**config.mk**
```make
export PLATFORM = sky130hd
export DESIGN_NAME = burst_addr_seq
export DESIGN_NICKNAME = d
export VERILOG_FILES = /design/src/rtl/burst_addr_seq.sv
export SDC_FILE = /design/constraint.sdc
export NUM_CORES = 1
export LEC_CHECK = 0
export ABC_AREA = 1
export BUFFER_PORTS_ARGS = -buffer_cell sky130_fd_sc_hd__buf_4
export CORE_ASPECT_RATIO = 0.8
export CORE_MARGIN = 4
export CORE_UTILIZATION = 46
export DETAILED_ROUTE_END_ITERATION = 7
export PLACE_DENSITY = 0.83
export SETUP_SLACK_MARGIN = 0.3
export SLEW_MARGIN = 15
export SYNTH_ARGS = -nofsm -noshare
export SYNTH_HDL_FRONTEND = slang
export SYNTH_SLANG_ARGS = --single-unit
```
**constraint.sdc**
```tcl
create_clock -name clk -period 1.82 [get_ports clk]
set_clock_uncertainty 0.2 [all_clocks]
set_input_delay 0.091 -clock clk [delete_from_list [all_inputs] [get_ports clk]]
set_output_delay 0.091 -clock clk [all_outputs]
set_load 0.03 [all_outputs]
```
**src/rtl/burst_addr_seq.sv**
```systemverilog
module burst_addr_seq #(
  parameter int AW = 17
) (
  input  logic          clk,
  input  logic          rst_n,
  input  logic          load,
  input  logic [AW-1:0] load_addr,
  input  logic          adv,
  input  logic          interleave,
  output logic [AW-1:0] addr,
  output logic [1:0]    beat,
  output logic          last_beat
);
  localparam int HW = AW - 2;

  logic [HW-1:0] base_q;
  logic [1:0]    start_q;
  logic [1:0]    cnt_q;
  logic [1:0]    low;

  always_ff @(posedge clk or negedge rst_n) begin
    if (!rst_n) begin
      base_q  <= '0;
      start_q <= '0;
      cnt_q   <= '0;
    end else if (load) begin
      base_q  <= load_addr[AW-1:2];
      start_q <= load_addr[1:0];
      cnt_q   <= '0;
    end else if (adv) begin
      cnt_q   <= cnt_q + 2'd1;
    end
  end

  assign low       = interleave ? (start_q ^ cnt_q) : (start_q + cnt_q);
  assign addr      = {base_q, low};
  assign beat      = cnt_q;
  assign last_beat = (cnt_q == 2'd3);
endmodule


```
After elaboration in Yosys (flattened, before gate mapping)
Cells that the tools add are included.
W data, S select, Z words.
{"block": "classes", "reduce_logical": 1, "shift": 0, "addsub": 2, "n_div": 0, "n_mux": 3, "eq_ne": 1, "n_mul": 0, "n_lt_le_gt_ge": 0, "bitwise": 1}
{"op": "$mux W2", "count": 3}
{"op": "$add A2 B1 Y2 const B", "count": 1}
{"op": "$add A2 B2 Y2", "count": 1}
{"op": "$eq A2 B2 Y1 const B", "count": 1}
{"op": "$reduce_bool A2 Y1", "count": 1}
{"op": "$xor A2 B2 Y2", "count": 1}
{"block": "word_totals", "ram_bits": 0, "latch_bits": 0, "regBits": 19, "elab_cells": 11, "mem_bits_ro": 0, "n_memories": 0, "output_inout_bits": 20}

Logic depth before layout (Yosys ltp)
Gate-level depths: netlist (run 1).
{"block": "logic_depth", "word_depth": 3, "ltp_mapped": 6, "mapped_depth_nobuf": 6}

Worst setup path after synthesis (run 1)
No wires, ideal clock.
{"block": "synth_path", "path_kind": "register to output", "startpoint": "reg cnt_q[0] (netlist: beat[0])", "endpoint": "out addr[1]", "n_path_buf": 0, "arrival_time_ns": 1.131, "stages_incl_launch_ff": 7, "slack_ns": 0.398, "path_cell_list": "dfrtp_1 ha_1 inv_1 nor2_1 nand3_1 nand2_1 inv_1"}
{"block": "synth_between", "elab_chain_cells": 2}
{"element": "from (decl)", "line_no": "18", "source": "logic [1:0] cnt_q;"}
{"element": "from (signal assigned)", "line_no": "31", "source": "cnt_q <= cnt_q + 2'd1;"}
{"element": "$add A2 B2 Y2", "line_no": "35", "source": "assign low = interleave ? (start_q ^ cnt_q) : (start_q + cnt_q);"}
{"element": "$mux W2", "line_no": "35"}
{"element": "to (decl)", "line_no": "10", "source": "output logic [AW-1:0] addr,"}
No other way between the ends.

Final worst setup path (run 1)
Same ends and word-level chain as after synthesis.

==> results.md, run 1 <==
- Synth warn: 0
- Clk buf depth: 2
- Final hold vios: 0
- Die Span Y: 45.1 µm
- Worst Setup Path Type: reg -> out
- Gate power share: 35.5%
- Port-buffer cells: 41
- Setup WS post-layout: -0.00711 ns
- Latest clock arrival within the worst-skew pair: 0.31 ns
- Antenna cells: 0
- Maxcap violations: 0
- Clock transition at path regs: 0.13 ns
- Final HPWL DP: 1340 µm
- Antenna viol nets, final: 0
- Final Cycle Share: 100%
- Final weighted congestion in routability-driven placement: 0.683
- Vias in the first global route: 997
- Worst-path fanout max: 2
- Flops & latches, synth: 19
- Worst vdd ir: 0.613 mV
- Clk root buf: clkbuf_4
- Unrepaired setup endpoints after global routing: yes
- Hold path depth: 3
- CTS H-tree depth: 1
- Synth-to-Final Area Change: 98.7%
- Failing checks: setup timing
- P_int: 0.000716 W
- Synth Net Count: 118
- Sw Pwr: 0.000398 W
- Seq/Total Area, Yosys: 60.1%
- Worst-Margin Slew: 0.293 ns
- Initial antenna violation count: 0
- Post-Syn Area: 791 µm²
- Initial DRC Count: 117
- Min Hold Slack: 0.177 ns
- Critical path cell sequence: ha_2, inv_1, nor2_1, nand3_1, nand2_1, inv_1, buf_6
- Total CTS buffers: 3
- Avg WL per Cell: 22.1 µm
- Slowest cell on crit path: dfrtp_1
- Worst r2r path cells: 4
- Mapped Cells: 94
- CTS tree: yes
- Clock sinks: 19
- I/O pin count: 42
- Initial Util: 48.6%
- Highest Clock Rate: 547 MHz
- Worst path required time: 1.53 ns
- Largest net degree at the start of global routing: 22
- Outcome: finished with violations
- Via Count: 1,149
- Synth unique cells: 12
- Crit path largest cell delay: 0.41 ns
- Endpoints failing setup: 1
- Final net count: 201
- Clock Power Share: 20.3%
- Die ar.: 2450 µm²
- Fin area: 1570 µm²
- Chip Width: 54.4 µm
- FP Rows: 13
- Cell Area, Placed: 1110 µm²
- Core area: 1630 µm²
- Slew HR: 80.4%
- Global Route Usage Sum: 27.7%
- Syn avg cell area: 8.41 µm²
- Crit path launch type: flip-flop
- Pwr per Cell Area: 709 nW/µm²
- Arrival time worst endpoint: 1.54 ns
- Sequential power share: 44.2%
- Final Max Slew Viols: 0
- Share of cells above drive strength 1: 28.4%
- Setup crit end kind: output pin
- Total power: 0.00111 W
- # DRC: 0
- Pleak: 0.825 nW
- Final worst path period need: 1.83 ns
- Top cell by count, worst path: inv_1
- Hold Path Class: in -> reg
- Final wirelength: 4370 µm
- Remaining Overflow, GRT: 0
- Vias/cell: 5.80
- Initial DRT Pass Iterations: 5
- First-pass GRT wire length: 4650 µm
- Sw frac: 35.7%
[logic make-up after synthesis]
family	share of synthesized area, %
compound gates	1.26
xor+xnor	1.11
fa+ha+maj	3.16
buf+inv	5.06
flops	60.1
simple gates	29.3
[placed cells by master, fill, tap and decap left out, drive strengths merged]
cell type and count:
a21oi 1, buf 42, clkbuf 4, clkinv 1
dfrtp 19, dlygate4sd3 37, dlymetal6s4s 1, ha 2
inv 6, nand2 55, nand3 2, nor2 4
o21ai 1, xnor2 1
[worst paths after layout]
kind	end	start	slack (ns)
max reg2reg	beat[1]$_DFFE_PN0P_	beat[0]$_DFFE_PN0P_	0.40
min reg2reg	base_q[7]$_DFFE_PN0P_	base_q[7]$_DFFE_PN0P_	0.32
max in group asynchronous	beat[1]$_DFFE_PN0P_	rst_n	0.67
max	addr[1]	beat[0]$_DFFE_PN0P_	-0.007
min in group asynchronous	base_q[2]$_DFFE_PN0P_	rst_n	0.52
min	beat[1]$_DFFE_PN0P_	load	0.18
[power groups by stage]
stage	Combinational [W]	Sequential, W	Clock, W
detailed placement	0.000271	0.000492	0
global route	0.000409	0.000493	0.000250
finish	0.000396	0.000492	0.000227
CTS	0.000343	0.000483	0.000220
global placement	0.000266	0.000489	0
floorplan	0.0000820	0.000557	0
[cell usage after synthesis, drive strengths merged]
library cell	n	area share (%)
nand2	55	26
dfrtp	19	60
o21ai	1	0.63
ha	2	3.2
xnor2	1	1.1
nor2	4	1.9
inv	6	2.8
nand3	2	1.3
a21oi	1	0.63
buf	3	2.2
[area by class of cell]
| cell class | instances | area (µm²) |
|---|---|---|
| clock buffer | 3 | 22.5 |
| inverter | 6 | 22.5 |
| timing repair buffer | 81 | 738 |
| clock inverter | 1 | 5.00 |
| sequential | 19 | 475 |
| fill | 31 | 55.1 |
| tap | 22 | 27.5 |
| multi-input combinational | 66 | 280 |
[sequential cells by signal (all words and copies together) (netlist names)]
register,count
base_q,15
beat,2
start_q,2
[layer usage]
layer  GRT usage [%]  share of wire [%]
met1            31.1                 31
met2            51.1                 49
met3            3.63                 13
met4            13.4                6.8
met5               0                  0
[critical path: cells and delay by family, from the launching register on]
kind          cells  cell delay (ns)
flops             1             0.41
simple gates      3             0.35
buf+inv           3             0.25
fa+ha+maj         1             0.21
[what timing repair did]
| action | CTS | global route |
|---|---|---|
| pin swaps | 1 | 0 |
| buffers inserted | 1 | 0 |
| resized for setup | 2 | 5 |
| endpoints found under the hold margin | 38 | 0 |
| hold buffers | 38 | 0 |
| setup endpoints to repair | 2 | 19 |
| cloned | 0 | 1 |
[stage by stage]
stage               TNS (ns)  utilization [%]  cells  setup slack, ns
finish              -0.00711             96.6    198         -0.00711
global route         -0.0643             96.6    198          -0.0643
floorplan                  0                -     94            0.398
CTS                        0             94.1    197            0.248
global placement           0             68.2    154            0.540
detailed placement         0             68.2    154            0.501
No activity file was read; power rests on OpenSTA's default activity.
==> inputs of run 2 (changes only) <==
Settings changed: ABC_AREA 1 to not set, PLACE_DENSITY 0.83 to 0.82.
==> run 2 against run 1 <==
Against the previous run: the flow now finishes without violations; largest cell class unchanged; die area grew 1.3%; hold slack gained 0.13 ns; clock-buffer cell count grew 1; non-clock buffer count fell by 17; sequential share of layout area grew 4.0 points; synthesized cell count down 50%; critical path depth fell by 4; fmax grew 16%; sequential power is essentially flat.
==> results.md, run 2 <==
- Clk root buf: clkbuf_4
- Synth unique cells: 10 (-2)
- Critical path cell sequence: xnor2_1, xnor2_2, buf_6
- # DRC: 0 (unchanged)
- Antenna viol nets, final: 0 (unchanged)
- Slowest cell on crit path: dfrtp_1
- Non-filler cells, final: 135 (-32%)
- Share of cells above drive strength 1: 57.5% (+29 points)
- Final hold vios: 0 (unchanged)
- Seq/Total Area, Yosys: 59.2% (-0.94 points)
- Number of flops mapped to enable cells by yosys: 0 (unchanged)
- Post-synth top flop: dfrtp_1
- Mapped Cells: 47 (-50%)
- Highest Clock Rate: 634 MHz (+16%)
- Vias/cell: 4.50 (-23%)
- Largest register by flop count: base_q
- Setup crit end kind: output pin
- Flops & latches, synth: 19 (unchanged)
- WP buf/inv: 1 (-2)
- Clk buf depth: 2 (unchanged)
- CTS H-tree depth: 1 (unchanged)
- Clock transition at path regs: 0.10 ns (-0.03 ns)
- Slew HR: 59.2% (-21 points)
- Final net count: 138 (-31%)
- Largest register FFs: 15 (unchanged)
- Pwr per Cell Area: 766 nW/µm² (+8.0%)
- Total CTS buffers: 3 (unchanged)
- Initial DRT Pass Iterations: 3 (-2)
- Worst path required time: 1.53 ns (about the same)
- Synth Net Count: 71 (-40%)
- Initial Util: 48.9% (+0.28 points)
- Vias in the first global route: 663 (-34%)
- Initial antenna violation count: 0 (unchanged)
- Top post-synthesis cells by area: dfrtp_1 (59%), mux2_4 (15%), mux2_2 (13%)
- Avg WL per Cell: 14.0 µm (-37%)
- Maxcap violations: 0 (unchanged)
- Endpoints failing setup: 0 (-1)
- Remaining Overflow, GRT: 0 (unchanged)
- Final wirelength: 1890 µm (-57%)
- I/O pin count: 42 (unchanged)
- Crit path largest cell delay: 0.44 ns (+0.03 ns)
- Worst Setup Path Type: reg -> out
- Leading cell type in the layout, fill and taps excluded: buf_4
- Post-synth top area share: 59.2% (-0.94 points)
- Cell family with most CP delay: flip-flops
- Pleak: 0.687 nW (-17%)
- Worst vdd ir: 0.785 mV (+28%)
- Clock sinks: 19 (unchanged)
- Post-Syn Area: 803 µm² (+1.6%)
- Outcome: finished clean
- Top cells by count, synth: dfrtp_1 (19), mux2_2 (9), mux2_4 (8), xnor2_1 (3)
- Antenna cells: 0 (unchanged)
- Largest net degree at the start of global routing: 20 (-9.1%)
- Asr flop ratio synth: 100% (unchanged)
- Die ar.: 2480 µm² (+1.3%)
- Cells after DPL: 108 (-30%)
- Hold Path Class: in -> async
- Core area: 1640 µm² (+1.0%)
- Final Max Slew Viols: 0 (unchanged)
- Port-buffer cells: 41 (unchanged)
- Syn avg cell area: 17.1 µm² (+100%)
- Final weighted congestion in routability-driven placement: 0.615 (-10%)
- Final HPWL DP: 1170 µm (-12%)
- Most frequent cell after synthesis: dfrtp_1
- Die Span Y: 45.4 µm (+0.64%)
- Setup TNS: 0 ns (+0.00711 ns)
- Global Route Usage Sum: 17.3% (-10 points)
- First-pass GRT wire length: 2980 µm (-36%)
- Initial DRC Count: 3 (-97%)
- Synth-to-Final Area Change: 72.9%
- Synth warn: 0 (unchanged)
- Worst-path fanout max: 4 (+2)
- Arrival time worst endpoint: 1.29 ns (-0.25 ns)
- Worst-Margin Slew: 0.611 ns (+0.318 ns)
- Chip Width: 54.7 µm (+0.67%)
- Final worst path period need: 1.58 ns (-0.250 ns)
- Fill count: 86 (+180%)
- CTS tree: yes
- Latest clock arrival within the worst-skew pair: 0.29 ns (-0.02 ns)
- Via Count: 607 (-47%)
- Unrepaired setup endpoints after global routing: yes
- FP Rows: 13 (unchanged)
- Final Cycle Share: 86.7% (-14 points)
- Most frequent cells in the layout: buf_4 (40), dlygate4sd3_1 (21), dfrtp_1 (19)
- Largest area contributor in the netlist: dfrtp_1
- Crit path launch type: flip-flop
-- run 2: cell types whose count changed after synthesis, sizes merged --
cell   delta
inv       -6
a21oi     -1
xnor2     +2
nand3     -2
buf       -1
nor2b     +1
mux2     +17
mux2i     +1
nand2    -55
nor2      -2
o21ai     -1
-- run 2: layout make-up --
cell class	count	area [µm²]	area share, %
sequential	19	475	34.2
multi-input combinational	26	314	22.6
tap	22	27.5	1.98
clock buffer	4	26.3	1.89
timing repair buffer	64	546	39.3
-- run 2: what timing repair did --
action,4_1_cts,5_1_grt
resized for setup,4,2
hold endpoints to repair,38,0
cloned,0,0
setup endpoints to repair,1,16
setup buffers,1,0
pin swaps,1,2
hold buffers,22,0
-- run 2: kinds of logic (layout without fill, tap and decap cells) --
| logic type | count (synthesis) | count (layout) | share of synthesized area, % |
|---|---|---|---|
| mux | 18 | 18 | 28.8 |
| fa+ha+maj | 2 | 2 | 3.11 |
| buf+inv | 2 | 68 | 3.89 |
| simple gates | 3 | 3 | 1.71 |
| xor+xnor | 3 | 3 | 3.27 |
| flops | 19 | 19 | 59.2 |
-- run 2: per-stage QoR --
step,area (µm²),worst slack [ns],total power [W],utilization [%],hold slack (ns)
2_1_floorplan,811,0.305,0.000685,-,-0.405
3_3_place_gp,1110,0.502,0.000804,67.9,-0.225
3_5_place_dp,1110,0.467,0.000811,67.9,-0.224
4_1_cts,1380,0.224,0.00106,84.2,0.322
5_1_grt,1390,0.178,0.00111,84.5,0.333
6_report,1390,0.242,0.00106,84.5,0.303
-- run 2: path summary, 6_finish.rpt --
kind	start	end	slack, ns	depth (start not counted)
worst max-delay path	beat[1]$_DFFE_PN0P_	addr[1]	0.24	3
worst min-delay path	rst_n	base_q[6]$_DFFE_PN0P_	0.30	3
worst max register to register	beat[0]$_DFFE_PN0P_	beat[1]$_DFFE_PN0P_	0.49	4
worst min register to register	base_q[14]$_DFFE_PN0P_	base_q[14]$_DFFE_PN0P_	0.32	1
max in group asynchronous	rst_n	beat[1]$_DFFE_PN0P_	0.67	3
min in group clk	base_q[14]$_DFFE_PN0P_	base_q[14]$_DFFE_PN0P_	0.32	1
-- run 2: power by group --
group          internal, W  switching, W  total, W
clock            0.0000852      0.000126  0.000211
sequential        0.000464     0.0000259  0.000490
combinational     0.000187      0.000175  0.000362
-- run 2: worst min-delay path, delay by kind of cell --
kind     cells  cell delay (ns)
buf+inv      3             1.19
-- run 2: metal layers --
metal  vias up  GRT usage [%]  wire length, µm
li1        294              -                -
met1       287           22.1              812
met2        26           27.1              938
met3         0           8.20              142
met4         0           2.99                0
met5         -              0                0
==> inputs of run 3 (changes only) <==
Settings changed: PLACE_DENSITY 0.82 to 0.9.
==> run 3 against run 2 <==
Against the previous run: via count grew 4.1%; combinational power grew 3%; sequential power is essentially flat; clock power shrank 3%; first-iteration DRC count shrank 100%; hold slack gained 0.019 ns; fmax grew 0.64%; global-route usage grew 2.3 points; cell area grew 1.2%; non-clock buffer count grew 1; cell count grew 0.74%; largest power group unchanged.
==> results.md, run 3 (synthesis results as in run 2) <==
- Outcome: finished clean
- Final hold vios: 0 (unchanged)
- Worst vdd ir: 0.585 mV (-25%)
- Worst-Margin Slew: 0.496 ns (-0.116 ns)
- Final Max Slew Viols: 0 (unchanged)
- FP Rows: 13 (unchanged)
- Arrival time worst endpoint: 1.28 ns (about the same)
- Post-layout util: 85.5% (+0.99 points)
- First-pass GRT wire length: 3190 µm (+6.9%)
- Clk buf depth: 2 (unchanged)
- CTS H-tree depth: 1 (unchanged)
- Highest Clock Rate: 638 MHz (+0.64%)
- Crit path launch type: flip-flop
- Chip Width: 54.7 µm (unchanged)
- Remaining Overflow, GRT: 0 (unchanged)
- Vias/cell: 4.65 (+3.4%)
- Latest clock arrival within the worst-skew pair: 0.29 ns (about the same)
- Initial Util: 48.9% (unchanged)
- Hold Path Class: reg -> reg
- Cells after DPL: 108 (unchanged)
- Via Count: 632 (+4.1%)
- Antenna cells: 0 (unchanged)
- Slew HR: 66.8% (+7.6 points)
- Final worst path period need: 1.57 ns (-0.0101 ns)
- Global Route met1 Usage: 17.3% (-4.7 points)
- Worst-path fanout max: 2 (-2)
- Fill count: 91 (+5.8%)
- Unrepaired setup endpoints after global routing: yes
- Clock transition at path regs: 0.10 ns (about the same)
- Antenna viol nets, final: 0 (unchanged)
- Worst Setup Path Type: reg -> out
- Setup TNS: 0 ns (unchanged)
- Global Route Usage Sum: 19.6% (+2.3 points)
- Die ar.: 2480 µm² (unchanged)
- Pleak: 0.687 nW (+0.12%)
- Maxcap violations: 0 (unchanged)
- I/O pin count: 42 (unchanged)
- Die Span Y: 45.4 µm (unchanged)
- Endpoints failing setup: 0 (unchanged)
- Clk root buf: clkbuf_4
- Final HPWL DP: 1210 µm (+2.8%)
- Synth-to-Final Area Change: 74.9%
- Worst path required time: 1.53 ns (about the same)
- Core area: 1640 µm² (unchanged)
- Largest register FFs: 15 (unchanged)
- Initial antenna violation count: 0 (unchanged)
- CTS tree: yes
- # DRC: 0 (unchanged)
- Leading cell type in the layout, fill and taps excluded: buf_4
- Pwr per Cell Area: 761 nW/µm² (-0.63%)
- Vias in the first global route: 676 (+2.0%)
- Initial DRT Pass Iterations: 1 (-2)
- Initial DRC Count: 0 (-3)
- Clock sinks: 19 (unchanged)
- GRT Max-Usage Layer: met2
- Total CTS buffers: 3 (unchanged)
- Final net count: 139 (+0.72%)
- Setup crit end kind: output pin
- Largest net degree at the start of global routing: 20 (unchanged)
- Final weighted congestion in routability-driven placement: 0.638 (+3.9%)
- Share of cells above drive strength 1: 60.5% (+3.0 points)
- Largest register by flop count: base_q
- Avg WL per Cell: 15.8 µm (+13%)
- Met3 usage: 4.26% (-3.9 points)
- Non-filler cells, final: 136 (+0.74%)
- Met2 GRT Util: 40.8% (+14 points)
- Final Cycle Share: 86.1% (-0.55 points)
- Port-buffer cells: 41 (unchanged)
- Final wirelength: 2160 µm (+14%)
- Most frequent cells in the layout: buf_4 (41), dlygate4sd3_1 (22), dfrtp_1 (19)
run 3: layer usage:
layer / wire length (µm) / vias to the layer above / share of wire [%]
li1: - / 295 / -
met1: 696 / 311 / 32
met2: 1320 / 24 / 61
met3: 110 / 2 / 5.1
met4: 27 / 0 / 1.3
met5: 0 / - / 0
run 3: timing repair:
| action | CTS | global route |
|---|---|---|
| setup buffers | 1 | 1 |
| hold buffers | 22 | 0 |
| endpoints found under the hold margin | 38 | 0 |
| pin swaps | 1 | 2 |
| gates resized for setup | 4 | 3 |
| endpoints found under the setup margin | 1 | 3 |
| gates cloned | 0 | 0 |
run 3: area by class of cell:
cell class	count	area (µm²)	area share, %
Clock buffer	3	22.5	1.60
Clock inverter	1	5.00	0.356
Multi-Input combinational cell	26	324	23.1
Sequential cell	19	475	33.8
Tap cell	22	27.5	1.96
Timing Repair Buffer	65	551	39.2
run 3: metrics by stage:
| stage | hold WS, ns | setup WS (ns) | area (µm²) | total power, W |
|---|---|---|---|---|
| after floorplan | -0.405 | 0.305 | 811 | 0.000685 |
| after global placement | -0.227 | 0.503 | 1110 | 0.000803 |
| after detailed placement | -0.226 | 0.474 | 1110 | 0.000810 |
| after CTS | 0.322 | 0.229 | 1380 | 0.00107 |
| after global routing | 0.343 | 0.188 | 1410 | 0.00113 |
| final | 0.322 | 0.252 | 1410 | 0.00107 |
run 3: where the power goes:
group	leakage (nW)	switching (W)	internal [W]	total (W)
combinational	0.445	0.000179	0.000193	0.000372
sequential	0.225	0.0000292	0.000464	0.000493
clock	0.0177	0.000123	0.0000818	0.000205
run 3: final timing paths:
check                           depth (start not counted)                     to  slack (ns)                    from
min in group asynchronous                               3  base_q[8]$_DFFE_PN0P_        0.60                   rst_n
max in group asynchronous                               3  base_q[3]$_DFFE_PN0P_        0.44                   rst_n
worst min register to register                          1  base_q[8]$_DFFE_PN0P_        0.32   base_q[8]$_DFFE_PN0P_
worst max register to register                          4    beat[1]$_DFFE_PN0P_        0.46     beat[0]$_DFFE_PN0P_
worst min-delay path                                    1  base_q[8]$_DFFE_PN0P_        0.32   base_q[8]$_DFFE_PN0P_
worst max-delay path                                    4                addr[1]        0.25  start_q[0]$_DFFE_PN0P_
run 3: worst max-delay path, cell delays in order, from the launching register on:
cell,delay (ns)
dfrtp_1,0.41
ha_2,0.18
nor2b_4,0.12
xnor2_2,0.12
buf_6,0.15
